$ cat src/rtl/i2c_rdseq_pkg.sv
package i2c_rdseq_pkg;

    // Controller register byte addresses (decoded by the controller)
    localparam logic [4:0] RA_SLV  = 5'h00;
    localparam logic [4:0] RA_DATA = 5'h04;
    localparam logic [4:0] RA_CTRL = 5'h08;
    localparam logic [4:0] RA_STAT = 5'h0C; // status on read, baud on write
    localparam logic [4:0] RA_XSLV = 5'h10;
    localparam logic [4:0] RA_SRST = 5'h1C;

    // Control register bits
    localparam logic [7:0] CB_ACK   = 8'h04;
    localparam logic [7:0] CB_STOP  = 8'h10;
    localparam logic [7:0] CB_START = 8'h20;
    localparam logic [7:0] CB_EN    = 8'h40;

    localparam logic [7:0] BAUD_VAL = 8'h24;

    // Status codes
    localparam logic [7:0] ST_IDLE_CODE = 8'hF8;
    localparam logic [7:0] ST_STARTED   = 8'h08;
    localparam logic [7:0] ST_RESTARTED = 8'h10;
    localparam logic [7:0] ST_AW_ACK    = 8'h18;
    localparam logic [7:0] ST_WB_ACK    = 8'h28;
    localparam logic [7:0] ST_AR_ACK    = 8'h40;
    localparam logic [7:0] ST_RB_ACK    = 8'h50;
    localparam logic [7:0] ST_RB_NACK   = 8'h58;

    typedef enum logic [3:0] {
        SP_ENABLE, SP_START, SP_ADDR_W, SP_OFS_HI, SP_OFS_LO,
        SP_RSTART, SP_ADDR_R, SP_READ, SP_STOP
    } step_e;

    typedef enum logic [3:0] {
        S_IDLE, S_INIT, S_ISSUE, S_WAIT, S_POLL_RD, S_POLL_CHK,
        S_DATA_RD, S_DATA_CAP, S_NEXT, S_DONE, S_ERR
    } state_e;

endpackage

$ cat src/rtl/i2c_rdseq_step.sv
module i2c_rdseq_step
    import i2c_rdseq_pkg::*;
(
    input  step_e      step,
    input  logic [7:0] dev_addr,
    input  logic [15:0] offset,
    input  logic       last_byte,
    output logic       has_data,
    output logic [7:0] wdata,
    output logic [7:0] ctrl,
    output logic [7:0] expect_code,
    output logic       is_read
);

    always_comb begin
        has_data    = 1'b0;
        wdata       = 8'h00;
        ctrl        = CB_EN;
        expect_code = ST_IDLE_CODE;
        is_read     = 1'b0;
        unique case (step)
            SP_ENABLE: begin
                expect_code = ST_IDLE_CODE;
            end
            SP_START: begin
                ctrl        = CB_EN | CB_START;
                expect_code = ST_STARTED;
            end
            SP_ADDR_W: begin
                has_data    = 1'b1;
                wdata       = {dev_addr[7:1], 1'b0};
                expect_code = ST_AW_ACK;
            end
            SP_OFS_HI: begin
                has_data    = 1'b1;
                wdata       = offset[15:8];
                expect_code = ST_WB_ACK;
            end
            SP_OFS_LO: begin
                has_data    = 1'b1;
                wdata       = offset[7:0];
                expect_code = ST_WB_ACK;
            end
            SP_RSTART: begin
                ctrl        = CB_EN | CB_START;
                expect_code = ST_RESTARTED;
            end
            SP_ADDR_R: begin
                has_data    = 1'b1;
                wdata       = {dev_addr[7:1], 1'b1};
                expect_code = ST_AR_ACK;
            end
            SP_READ: begin
                is_read     = 1'b1;
                ctrl        = last_byte ? CB_EN : (CB_EN | CB_ACK);
                expect_code = last_byte ? ST_RB_NACK : ST_RB_ACK;
            end
            SP_STOP: begin
                ctrl        = CB_EN | CB_STOP;
                expect_code = ST_IDLE_CODE;
            end
            default: begin
                expect_code = ST_IDLE_CODE;
            end
        endcase
    end

endmodule

$ cat src/rtl/i2c_rdseq_poll.sv
module i2c_rdseq_poll #(
    parameter int POLL_DELAY = 10,
    parameter int MAX_POLLS  = 1000
) (
    input  logic clk,
    input  logic rst_n,
    input  logic arm,
    input  logic in_wait,
    input  logic retry,
    output logic delay_done,
    output logic last_poll
);

    localparam int DW = $clog2(POLL_DELAY + 1);
    localparam int PW = $clog2(MAX_POLLS + 1);

    logic [DW-1:0] dly_q;
    logic [PW-1:0] polls_q;

    always_ff @(posedge clk or negedge rst_n) begin
        if (!rst_n) begin
            dly_q <= '0;
        end else if (!in_wait) begin
            dly_q <= '0;
        end else begin
            dly_q <= dly_q + 1'b1;
        end
    end

    always_ff @(posedge clk or negedge rst_n) begin
        if (!rst_n) begin
            polls_q <= '0;
        end else if (arm) begin
            polls_q <= '0;
        end else if (retry) begin
            polls_q <= polls_q + 1'b1;
        end
    end

    assign delay_done = in_wait && (dly_q == DW'(POLL_DELAY - 1));
    assign last_poll  = (polls_q == PW'(MAX_POLLS - 1));

    // the sequencer never retries once the budget is spent
    p_poll_bound_r7: assert property (@(posedge clk) disable iff (!rst_n)
        retry |-> !last_poll);

    // a wait period never runs beyond the delay
    p_wait_len_r7: assert property (@(posedge clk) disable iff (!rst_n)
        (in_wait && dly_q == DW'(POLL_DELAY - 1)) |=> !in_wait);

endmodule

$ cat src/rtl/i2c_rdseq.sv
module i2c_rdseq
    import i2c_rdseq_pkg::*;
#(
    parameter int CNT_W      = 8,
    parameter int POLL_DELAY = 10,
    parameter int MAX_POLLS  = 1000
) (
    input  logic             clk,
    input  logic             rst_n,
    input  logic             start,
    input  logic [7:0]       dev_addr,
    input  logic [15:0]      offset,
    input  logic             offset_two,
    input  logic [CNT_W-1:0] count,
    output logic             busy,
    output logic             rx_valid,
    output logic [7:0]       rx_data,
    output logic             done,
    output logic [CNT_W-1:0] done_count,
    output logic             err,
    output logic [7:0]       err_status,
    output logic             reg_wr_en,
    output logic             reg_rd_en,
    output logic [4:0]       reg_addr,
    output logic [7:0]       reg_wdata,
    input  logic [7:0]       reg_rdata
);

    state_e           state;
    step_e            step;
    logic [1:0]       init_idx;
    logic             data_sent;
    logic [7:0]       dev_q;
    logic [15:0]      ofs_q;
    logic             two_q;
    logic [CNT_W-1:0] cnt_q;
    logic [CNT_W-1:0] remain_q;
    logic [7:0]       last_status;

    logic       s_has_data;
    logic [7:0] s_wdata;
    logic [7:0] s_ctrl;
    logic [7:0] s_expect;
    logic       s_is_read;
    logic       last_byte;
    logic       status_match;
    logic       delay_done;
    logic       last_poll;
    logic       poll_arm;
    logic       poll_retry;

    assign last_byte    = (remain_q == CNT_W'(1));
    assign status_match = (reg_rdata == s_expect);
    assign poll_arm     = (state == S_ISSUE);
    assign poll_retry   = (state == S_POLL_CHK) && !status_match && !last_poll;

    i2c_rdseq_step u_step (
        .step        (step),
        .dev_addr    (dev_q),
        .offset      (ofs_q),
        .last_byte   (last_byte),
        .has_data    (s_has_data),
        .wdata       (s_wdata),
        .ctrl        (s_ctrl),
        .expect_code (s_expect),
        .is_read     (s_is_read)
    );

    i2c_rdseq_poll #(
        .POLL_DELAY (POLL_DELAY),
        .MAX_POLLS  (MAX_POLLS)
    ) u_poll (
        .clk        (clk),
        .rst_n      (rst_n),
        .arm        (poll_arm),
        .in_wait    (state == S_WAIT),
        .retry      (poll_retry),
        .delay_done (delay_done),
        .last_poll  (last_poll)
    );

    // State register and captured request
    always_ff @(posedge clk or negedge rst_n) begin
        if (!rst_n) begin
            state       <= S_IDLE;
            step        <= SP_ENABLE;
            init_idx    <= '0;
            data_sent   <= 1'b0;
            dev_q       <= '0;
            ofs_q       <= '0;
            two_q       <= 1'b0;
            cnt_q       <= '0;
            remain_q    <= '0;
            last_status <= '0;
        end else begin
            unique case (state)
                S_IDLE: begin
                    if (start) begin
                        if (count == '0) begin
                            last_status <= 8'h00;
                            state       <= S_ERR;
                        end else begin
                            dev_q    <= dev_addr;
                            ofs_q    <= offset;
                            two_q    <= offset_two;
                            cnt_q    <= count;
                            remain_q <= count;
                            init_idx <= '0;
                            state    <= S_INIT;
                        end
                    end
                end
                S_INIT: begin
                    init_idx <= init_idx + 1'b1;
                    if (init_idx == 2'd3) begin
                        step  <= SP_ENABLE;
                        state <= S_ISSUE;
                    end
                end
                S_ISSUE: begin
                    if (s_has_data && !data_sent) begin
                        data_sent <= 1'b1;
                    end else begin
                        data_sent <= 1'b0;
                        state     <= S_WAIT;
                    end
                end
                S_WAIT: begin
                    if (delay_done) state <= S_POLL_RD;
                end
                S_POLL_RD: begin
                    state <= S_POLL_CHK;
                end
                S_POLL_CHK: begin
                    last_status <= reg_rdata;
                    if (status_match) begin
                        state <= s_is_read ? S_DATA_RD : S_NEXT;
                    end else if (last_poll) begin
                        state <= S_ERR;
                    end else begin
                        state <= S_WAIT;
                    end
                end
                S_DATA_RD: begin
                    state <= S_DATA_CAP;
                end
                S_DATA_CAP: begin
                    remain_q <= remain_q - 1'b1;
                    state    <= S_NEXT;
                end
                S_NEXT: begin
                    state <= S_ISSUE;
                    unique case (step)
                        SP_ENABLE: step <= SP_START;
                        SP_START:  step <= SP_ADDR_W;
                        SP_ADDR_W: step <= two_q ? SP_OFS_HI : SP_OFS_LO;
                        SP_OFS_HI: step <= SP_OFS_LO;
                        SP_OFS_LO: step <= SP_RSTART;
                        SP_RSTART: step <= SP_ADDR_R;
                        SP_ADDR_R: step <= SP_READ;
                        SP_READ:   step <= (remain_q != '0) ? SP_READ : SP_STOP;
                        SP_STOP:   state <= S_DONE;
                        default:   state <= S_ERR;
                    endcase
                end
                S_DONE: state <= S_IDLE;
                S_ERR:  state <= S_IDLE;
                default: state <= S_IDLE;
            endcase
        end
    end

    // Outputs decoded from the state
    always_comb begin
        reg_wr_en = 1'b0;
        reg_rd_en = 1'b0;
        reg_addr  = RA_SLV;
        reg_wdata = 8'h00;
        rx_valid  = 1'b0;
        rx_data   = 8'h00;
        done      = 1'b0;
        err       = 1'b0;
        unique case (state)
            S_INIT: begin
                reg_wr_en = 1'b1;
                unique case (init_idx)
                    2'd0: reg_addr = RA_SRST;
                    2'd1: reg_addr = RA_SLV;
                    2'd2: reg_addr = RA_XSLV;
                    2'd3: begin
                        reg_addr  = RA_STAT;
                        reg_wdata = BAUD_VAL;
                    end
                    default: reg_addr = RA_SRST;
                endcase
            end
            S_ISSUE: begin
                reg_wr_en = 1'b1;
                if (s_has_data && !data_sent) begin
                    reg_addr  = RA_DATA;
                    reg_wdata = s_wdata;
                end else begin
                    reg_addr  = RA_CTRL;
                    reg_wdata = s_ctrl;
                end
            end
            S_POLL_RD: begin
                reg_rd_en = 1'b1;
                reg_addr  = RA_STAT;
            end
            S_DATA_RD: begin
                reg_rd_en = 1'b1;
                reg_addr  = RA_DATA;
            end
            S_DATA_CAP: begin
                rx_valid = 1'b1;
                rx_data  = reg_rdata;
            end
            S_DONE: done = 1'b1;
            S_ERR:  err  = 1'b1;
            default: begin
                reg_wr_en = 1'b0;
            end
        endcase
    end

    assign busy       = (state != S_IDLE);
    assign done_count = cnt_q;
    assign err_status = last_status;

    // one controller access per cycle
    p_single_access_r6: assert property (@(posedge clk) disable iff (!rst_n)
        !(reg_wr_en && reg_rd_en));

    // a byte-carrying control write follows a data write
    p_data_then_ctrl_r6: assert property (@(posedge clk) disable iff (!rst_n)
        (reg_wr_en && reg_addr == RA_CTRL && s_has_data)
        |-> $past(reg_wr_en && reg_addr == RA_DATA));

    // zero count is rejected without bus access
    p_zero_reject_r8: assert property (@(posedge clk) disable iff (!rst_n)
        (start && !busy && count == '0) |=> (err && !reg_wr_en && !reg_rd_en));

    // a start while busy leaves the captured request alone
    p_busy_start_ignored_r9: assert property (@(posedge clk) disable iff (!rst_n)
        (busy && start) |=> $stable(done_count));

    // completion and abort are exclusive
    p_done_err_excl_r5: assert property (@(posedge clk) disable iff (!rst_n)
        !(done && err));

    // a delivered byte comes from a data register read
    p_rx_from_data_r4: assert property (@(posedge clk) disable iff (!rst_n)
        rx_valid |-> $past(reg_rd_en && reg_addr == RA_DATA));

endmodule

$ cat config.mk
export PLATFORM = sky130hd
export DESIGN_NAME = i2c_rdseq
export DESIGN_NICKNAME = d
export VERILOG_FILES = /design/src/rtl/i2c_rdseq_pkg.sv /design/src/rtl/i2c_rdseq_step.sv /design/src/rtl/i2c_rdseq_poll.sv /design/src/rtl/i2c_rdseq.sv
export SDC_FILE = /design/constraint.sdc
export NUM_CORES = 1
export LEC_CHECK = 0
export ABC_AREA = 0
export BUFFER_PORTS_ARGS = -buffer_cell sky130_fd_sc_hd__buf_2
export CAP_MARGIN = 5
export CORE_ASPECT_RATIO = 1.75
export CORE_MARGIN = 2
export CORE_UTILIZATION = 55
export CTS_BUF_LIST = sky130_fd_sc_hd__clkbuf_2 sky130_fd_sc_hd__clkbuf_4 sky130_fd_sc_hd__clkbuf_8
export DETAILED_ROUTE_END_ITERATION = 16
export GPL_TIMING_DRIVEN = 0
export PLACE_DENSITY_LB_ADDON = 0.1
export SYNTH_ARGS = -nofsm -noshare
export SYNTH_HDL_FRONTEND = slang
export SYNTH_SLANG_ARGS = --single-unit
$ cat constraint.sdc
create_clock -name clk -period 7.5 [get_ports clk]
set_clock_uncertainty 0.2 [all_clocks]
set_input_delay 1.125 -clock clk [delete_from_list [all_inputs] [get_ports clk]]
set_output_delay 1.125 -clock clk [all_outputs]
set_load 0.01 [all_outputs]
==> results.ini, run 1 <==
[routing]
drc=0
first_pass_iters=5
wl_per_cell_um=15.92
vias_per_cell=5.639
drtIter0Drc=260
totalWireLength_um=10810
antenna_left=0
route.vias.total=3829

[timing]
hold_viol_final=0
timing.hold.ws_ns=0.2770
drv_slew=0
rsz0062_at_grt=false
setup_viol=0
fin_crit_sh_pct=53.50
clock.fmax_mhz=249.2
period_needed_ns=4.012
tightest_slew_ns=0.8656
slew_headroom_pct=41.85
finalSetupTns_ns=0

[grt]
busiest_layer=met2
met1_usage_pct=33.74
grt_first_pass_wirelength_um=17660
met3_usage_pct=5.177
grt_use_total_pct=28.68
antenna_found_initial=0
grt_start_max_net_pins=73
grt_pass1_vias=3750
grt.overflow.total=0
globalRouteMet2Util_pct=48.50

[synthesis]
async_reset_ff_share_pct=100.0
synth_edf_count=0
ys.warnings.count=0
yosysUniqueCellTypes=55
syn_area_um2=4038
syn-instance-count=492
ys_ff_latch=73
synth_seq_area_share_pct=45.24
avgSynthCellArea_um2=8.207
synth_flop_cell=dfrtp_1

[critical_path]
crit_type=reg -> out
worstPathArrival_ns=2.69
crit_path_start_kind=flop
critical_path.max_fanout=10
cp-end-kind=output pin
required_ns=6.17

[placement]
port_buffers=83
dp_hpwl_um=8060
place_area_um2=4594
gp_routability_congestion=0.9265

[clocking]
post_cts_resize_count=0
post-cts-setup-buffers=0
cts_hold_buf=0
path_clk_slew_ns=0.07
numClockSinks=73
htreeDepth=3
cts_buffers=9
clkLatencyLatePin_ns=0.37
cts_root_buf=clkbuf_8
cts_buffer_depth=2
cts_tree=yes

[power_and_ir_drop]
leakagePower_uw=0.002352
fin_total_pwr_uw=1610
peakVddDrop_v=0.0002022
p_per_area_nw_per_um2=337.8

[layout]
final_common_cell=nand2_1
layout-drive-gt1-share_pct=19.39
final_cell_area_um2=4766
most-common-layout-cells=nand2_1 (132), buf_2 (84), dfrtp_1 (73)
antennaDiodeCount=0
utilization_pct=66.36
fillers=654
syn2layout_area_growth_pct=18.04
nets=641

[floorplanning]
rows=41
die_w_um=68.77
ios=87
die_area_um2=8070
dieHeight_um=117.3
start_util_pct=56.22
core_area_um2=7182

[min_path]
hold_path_class=reg -> reg

[status]
outcome=complete, no violations

[run]
drv_cap=0

[critical path: stages, from the launching register on]
cell and delay, ns:
dfrtp_1 0.43, clkbuf_1 0.36, nand3_1 0.32, inv_1 0.14
clkbuf_1 0.38, clkbuf_1 0.36, and2_1 0.19, buf_2 0.13
[synthesized netlist by cell type (all sizes together) (3+ instances only)]
cell type	number	area share, %
ha	9	2.8
nor3	14	1.9
nand3	13	1.6
xnor2	3	0.65
nand2	132	12
or2	3	0.46
a22o	8	1.7
buf	8	1.5
a22oi	8	1.5
or3	10	1.5
o211ai	9	1.7
clkbuf	23	2.1
a31oi	3	0.46
nor2	47	4.4
nand4	5	0.77
nor2b	4	0.62
o31ai	6	1.1
or4	6	1.1
and2	8	1.2
mux2i	3	0.74
inv	12	1.1
o21ai	24	3.0
dfrtp	73	45
nand2b	8	1.2
a21oi	24	3.0
[cell type report]
class                   count  area [µm²]  area share, %
well taps                  86       107.6          2.258
repair buffers             84       445.4          9.346
inverters                  12       45.04         0.9451
flip-flops and latches     73        1827          38.33
plain buffers              31       148.9          3.124
clock buffers              10       137.6          2.888
clock inverters             6       33.78         0.7088
multi-input cells         377        2021          42.40
[metal layers]
metal  wire length [µm]  up-vias
li1                   -     1876
met1               4208     1822
met2               5893      109
met3                389       22
met4                318        0
met5                  0        -
[power by group]
part           internal, µW  total, µW  leakage (µW)  switching (µW)
clock network           127        278     0.0000956             152
registers               545        651      0.000931             106
logic                   265        681       0.00133             416
total                   936       1610       0.00235             673
[stage by stage]
stage / setup WS, ns / cells
floorplan: 4.487 / 493
global placement: 3.879 / 662
detailed placement: 3.856 / 663
CTS: 3.523 / 679
global route: 3.284 / 679
finish: 3.488 / 679
[kinds of logic (layout without fill, tap and decap cells)]
logic type | Yosys count | after routing | share of synthesized area (%)
flip-flops | 73 | 73 | 45.24
multiplexers | 3 | 3 | 0.7438
buffers and inverters | 43 | 143 | 4.803
XOR/XNOR | 5 | 5 | 1.085
AND/OR/NAND/NOR | 260 | 260 | 29.13
other | 1 | 2 | 0.09288
adder cells (fa/ha/maj) | 9 | 9 | 2.789
AO/OA/AOI/OAI | 98 | 98 | 16.11
[worst paths after layout]
kind | to | cells past startpoint | slack (ns) | startpoint
min in group asynchronous | err_status[0]$_DFFE_PN0P_ | 1 | 0.34 | rst_n
hold reg to reg | ofs_q[10]$_DFFE_PN0P_ | 2 | 0.28 | ofs_q[10]$_DFFE_PN0P_
hold / removal | ofs_q[10]$_DFFE_PN0P_ | 2 | 0.28 | ofs_q[10]$_DFFE_PN0P_
setup reg to reg | remain_q[3]$_DFFE_PN0P_ | 8 | 4.48 | state[1]$_DFFE_PN0P_
max in group asynchronous | state[1]$_DFFE_PN0P_ | 2 | 6.21 | rst_n
setup / recovery | rx_data[0] | 7 | 3.49 | state[0]$_DFFE_PN0P_
[flip-flops by register name, summed over array words and instances (netlist names)]
signal          count
ofs_q              16
done_count          8
step                4
two_q               1
remain_q            8
state               4
dev_q               7
u_poll.dly_q        4
init_idx            2
err_status          8
u_poll.polls_q     10
data_sent           1
Power figures use the tool's default switching activity.
==> run 2: changes to the inputs <==
--- a/config.mk
+++ b/config.mk
@@ -10,7 +10,7 @@
 export CAP_MARGIN = 5
 export CORE_ASPECT_RATIO = 1.75
 export CORE_MARGIN = 2
-export CORE_UTILIZATION = 55
+export CORE_UTILIZATION = 51
 export CTS_BUF_LIST = sky130_fd_sc_hd__clkbuf_2 sky130_fd_sc_hd__clkbuf_4 sky130_fd_sc_hd__clkbuf_8
 export DETAILED_ROUTE_END_ITERATION = 16
 export GPL_TIMING_DRIVEN = 0
==> constraint.sdc (replaced) <==
create_clock -name clk -period 3.49 [get_ports clk]
set_clock_uncertainty 0.2 [all_clocks]
set_input_delay 0.5235 -clock clk [delete_from_list [all_inputs] [get_ports clk]]
set_output_delay 0.5235 -clock clk [all_outputs]
set_load 0.01 [all_outputs]
==> results.ini, run 2 (synthesized netlist as in run 1, its figures left out) <==
[clocking]
cts_tree=yes
cts_buffer_depth=2  ; unchanged
cts_root_buf=clkbuf_8
cts_buffers=9  ; unchanged
numClockSinks=73  ; unchanged
htreeDepth=3  ; unchanged
path_clk_slew_ns=0.08  ; about the same
clkLatencyLatePin_ns=0.37  ; about the same

[timing]
drv_slew=0  ; unchanged
hold_viol_final=0  ; unchanged
period_needed_ns=3.203
fin_crit_sh_pct=91.79
tightest_slew_ns=0.7998  ; -0.06576 ns
finalSetupTns_ns=0  ; unchanged
clock.fmax_mhz=312.2
slew_headroom_pct=46.48  ; +4.6 points
rsz0062_at_grt=false
setup_viol=0  ; unchanged

[routing]
wl_per_cell_um=15.98  ; +0.41%
totalWireLength_um=10930  ; +1.1%
drtIter0Drc=275  ; +5.8%
first_pass_iters=4  ; -1
drc=0  ; unchanged
vias_per_cell=5.674  ; +0.62%
antenna_left=0  ; unchanged
route.vias.total=3881  ; +1.4%

[placement]
gp_routability_congestion=0.9227  ; -0.41%
place_area_um2=4599  ; +0.11%
port_buffers=83  ; unchanged
dp_hpwl_um=8245  ; +2.3%

[layout]
final_common_cell=nand2_1
most-common-layout-cells=nand2_1 (132), buf_2 (84), dfrtp_1 (73)
layout-drive-gt1-share_pct=19.87  ; +0.47 points
regMostFlops=ofs_q
syn2layout_area_growth_pct=20.11
top_regs=ofs_q (16), u_poll.polls_q (10)
largest_reg_flops=16  ; unchanged
nets=642  ; +0.16%
final_cell_area_um2=4850  ; +1.8%
fillers=706  ; +8.0%
antennaDiodeCount=0  ; unchanged

[floorplanning]
die_w_um=71.26  ; +3.6%
rows=43  ; +4.9%
dieHeight_um=121.7  ; +3.7%
ios=87  ; unchanged
start_util_pct=51.76  ; -4.5 points
die_area_um2=8673  ; +7.5%
core_area_um2=7801  ; +8.6%

[power_and_ir_drop]
p_per_area_nw_per_um2=750.1  ; +120%
peakVddDrop_v=0.0005551  ; +170%
leakagePower_uw=0.002389  ; +1.6%

[grt]
grt.overflow.total=0  ; unchanged
grt_start_max_net_pins=49  ; -33%
grt_use_total_pct=26.26  ; -2.4 points
grt_first_pass_wirelength_um=17720  ; +0.35%
antenna_found_initial=0  ; unchanged
grt_pass1_vias=3725  ; -0.67%

[critical_path]
crit_path_start_kind=flop
required_ns=2.77  ; -3.40 ns
cp-end-kind=output pin
critical_path.max_fanout=10  ; unchanged
crit_type=reg -> out
worstPathArrival_ns=2.48  ; -0.21 ns

[run]
drv_cap=0  ; unchanged

[status]
outcome=complete, no violations

[min_path]
hold_path_class=in -> reg

run 2: changes by cell type in the layout (fill, tap and decap cells not counted), sizes merged:
cell / delta
clkinv: -4
bufinv: +2
clkbuf: +1
clkinvlp: +1
dlygate4sd3: +1
run 2: area by class of cell:
cell class                      instances  area (µm²)  share of cell area (%)
Inverter                               12       45.04                  0.9288
Timing Repair Buffer                   85       455.4                   9.391
Buffer                                 31       150.1                   3.096
Clock inverter                          5       77.57                   1.600
Sequential cell                        73        1827                   37.67
Multi-Input combinational cell        377        2031                   41.87
Clock buffer                           11       151.4                   3.122
Tap cell                               90       112.6                   2.322
run 2: critical path, cell delays in order (launching register included):
cell and delay (ns):
dfrtp_1 0.44, clkbuf_1 0.35, nand3_1 0.30, inv_1 0.14
clkbuf_2 0.25, clkbuf_1 0.32, and2_1 0.18, buf_2 0.12
run 2: path summary, 6_finish.rpt:
kind	from	endpoint	slack [ns]	depth (start not counted)
max	state[0]$_DFFE_PN0P_	rx_data[5]	0.29	7
min	dev_addr[3]	dev_q[3]$_DFFE_PN0P_	0.14	3
max reg2reg	state[1]$_DFFE_PN0P_	remain_q[6]$_DFFE_PN0P_	0.46	8
min reg2reg	done_count[0]$_DFFE_PN0P_	done_count[0]$_DFFE_PN0P_	0.28	2
max in group asynchronous	rst_n	dev_q[2]$_DFFE_PN0P_	2.12	3
min in group asynchronous	rst_n	err_status[0]$_DFFE_PN0P_	0.41	2
run 2: power breakdown:
part	switching [µW]	internal (µW)
Combinational	903	571
Sequential	230	1170
Clock	325	439
run 2: routing by layer:
metal	share of wire [%]	vias to the layer above	GRT usage [%]
li1	-	1883	-
met1	39	1865	30.20
met2	55	110	46.24
met3	4.0	23	5.045
met4	2.4	0	12.26
met5	0	-	0
run 2: stage by stage:
step                      hold slack [ns]  util (%)  power [µW]  setup WS, ns  std cells
after floorplan                   0.02791         -        2359         1.078        493
after CTS                          0.1333     62.02        3647       0.09760        684
after global placement             0.2540     58.57        2824        0.4412        666
final                              0.1400     62.17        3638        0.2867        684
after global routing               0.1430     62.17        3912       0.09285        684
after detailed placement           0.2584     58.96        2877        0.4327        667
run 2: timing repair:
item / 4_1_cts / 5_1_grt
hold endpoints to repair: 25 / 0
resized for setup: 0 / 4
endpoints found under the setup margin: 0 / 11
hold buffers: 1 / 0
buffers inserted: 0 / 0
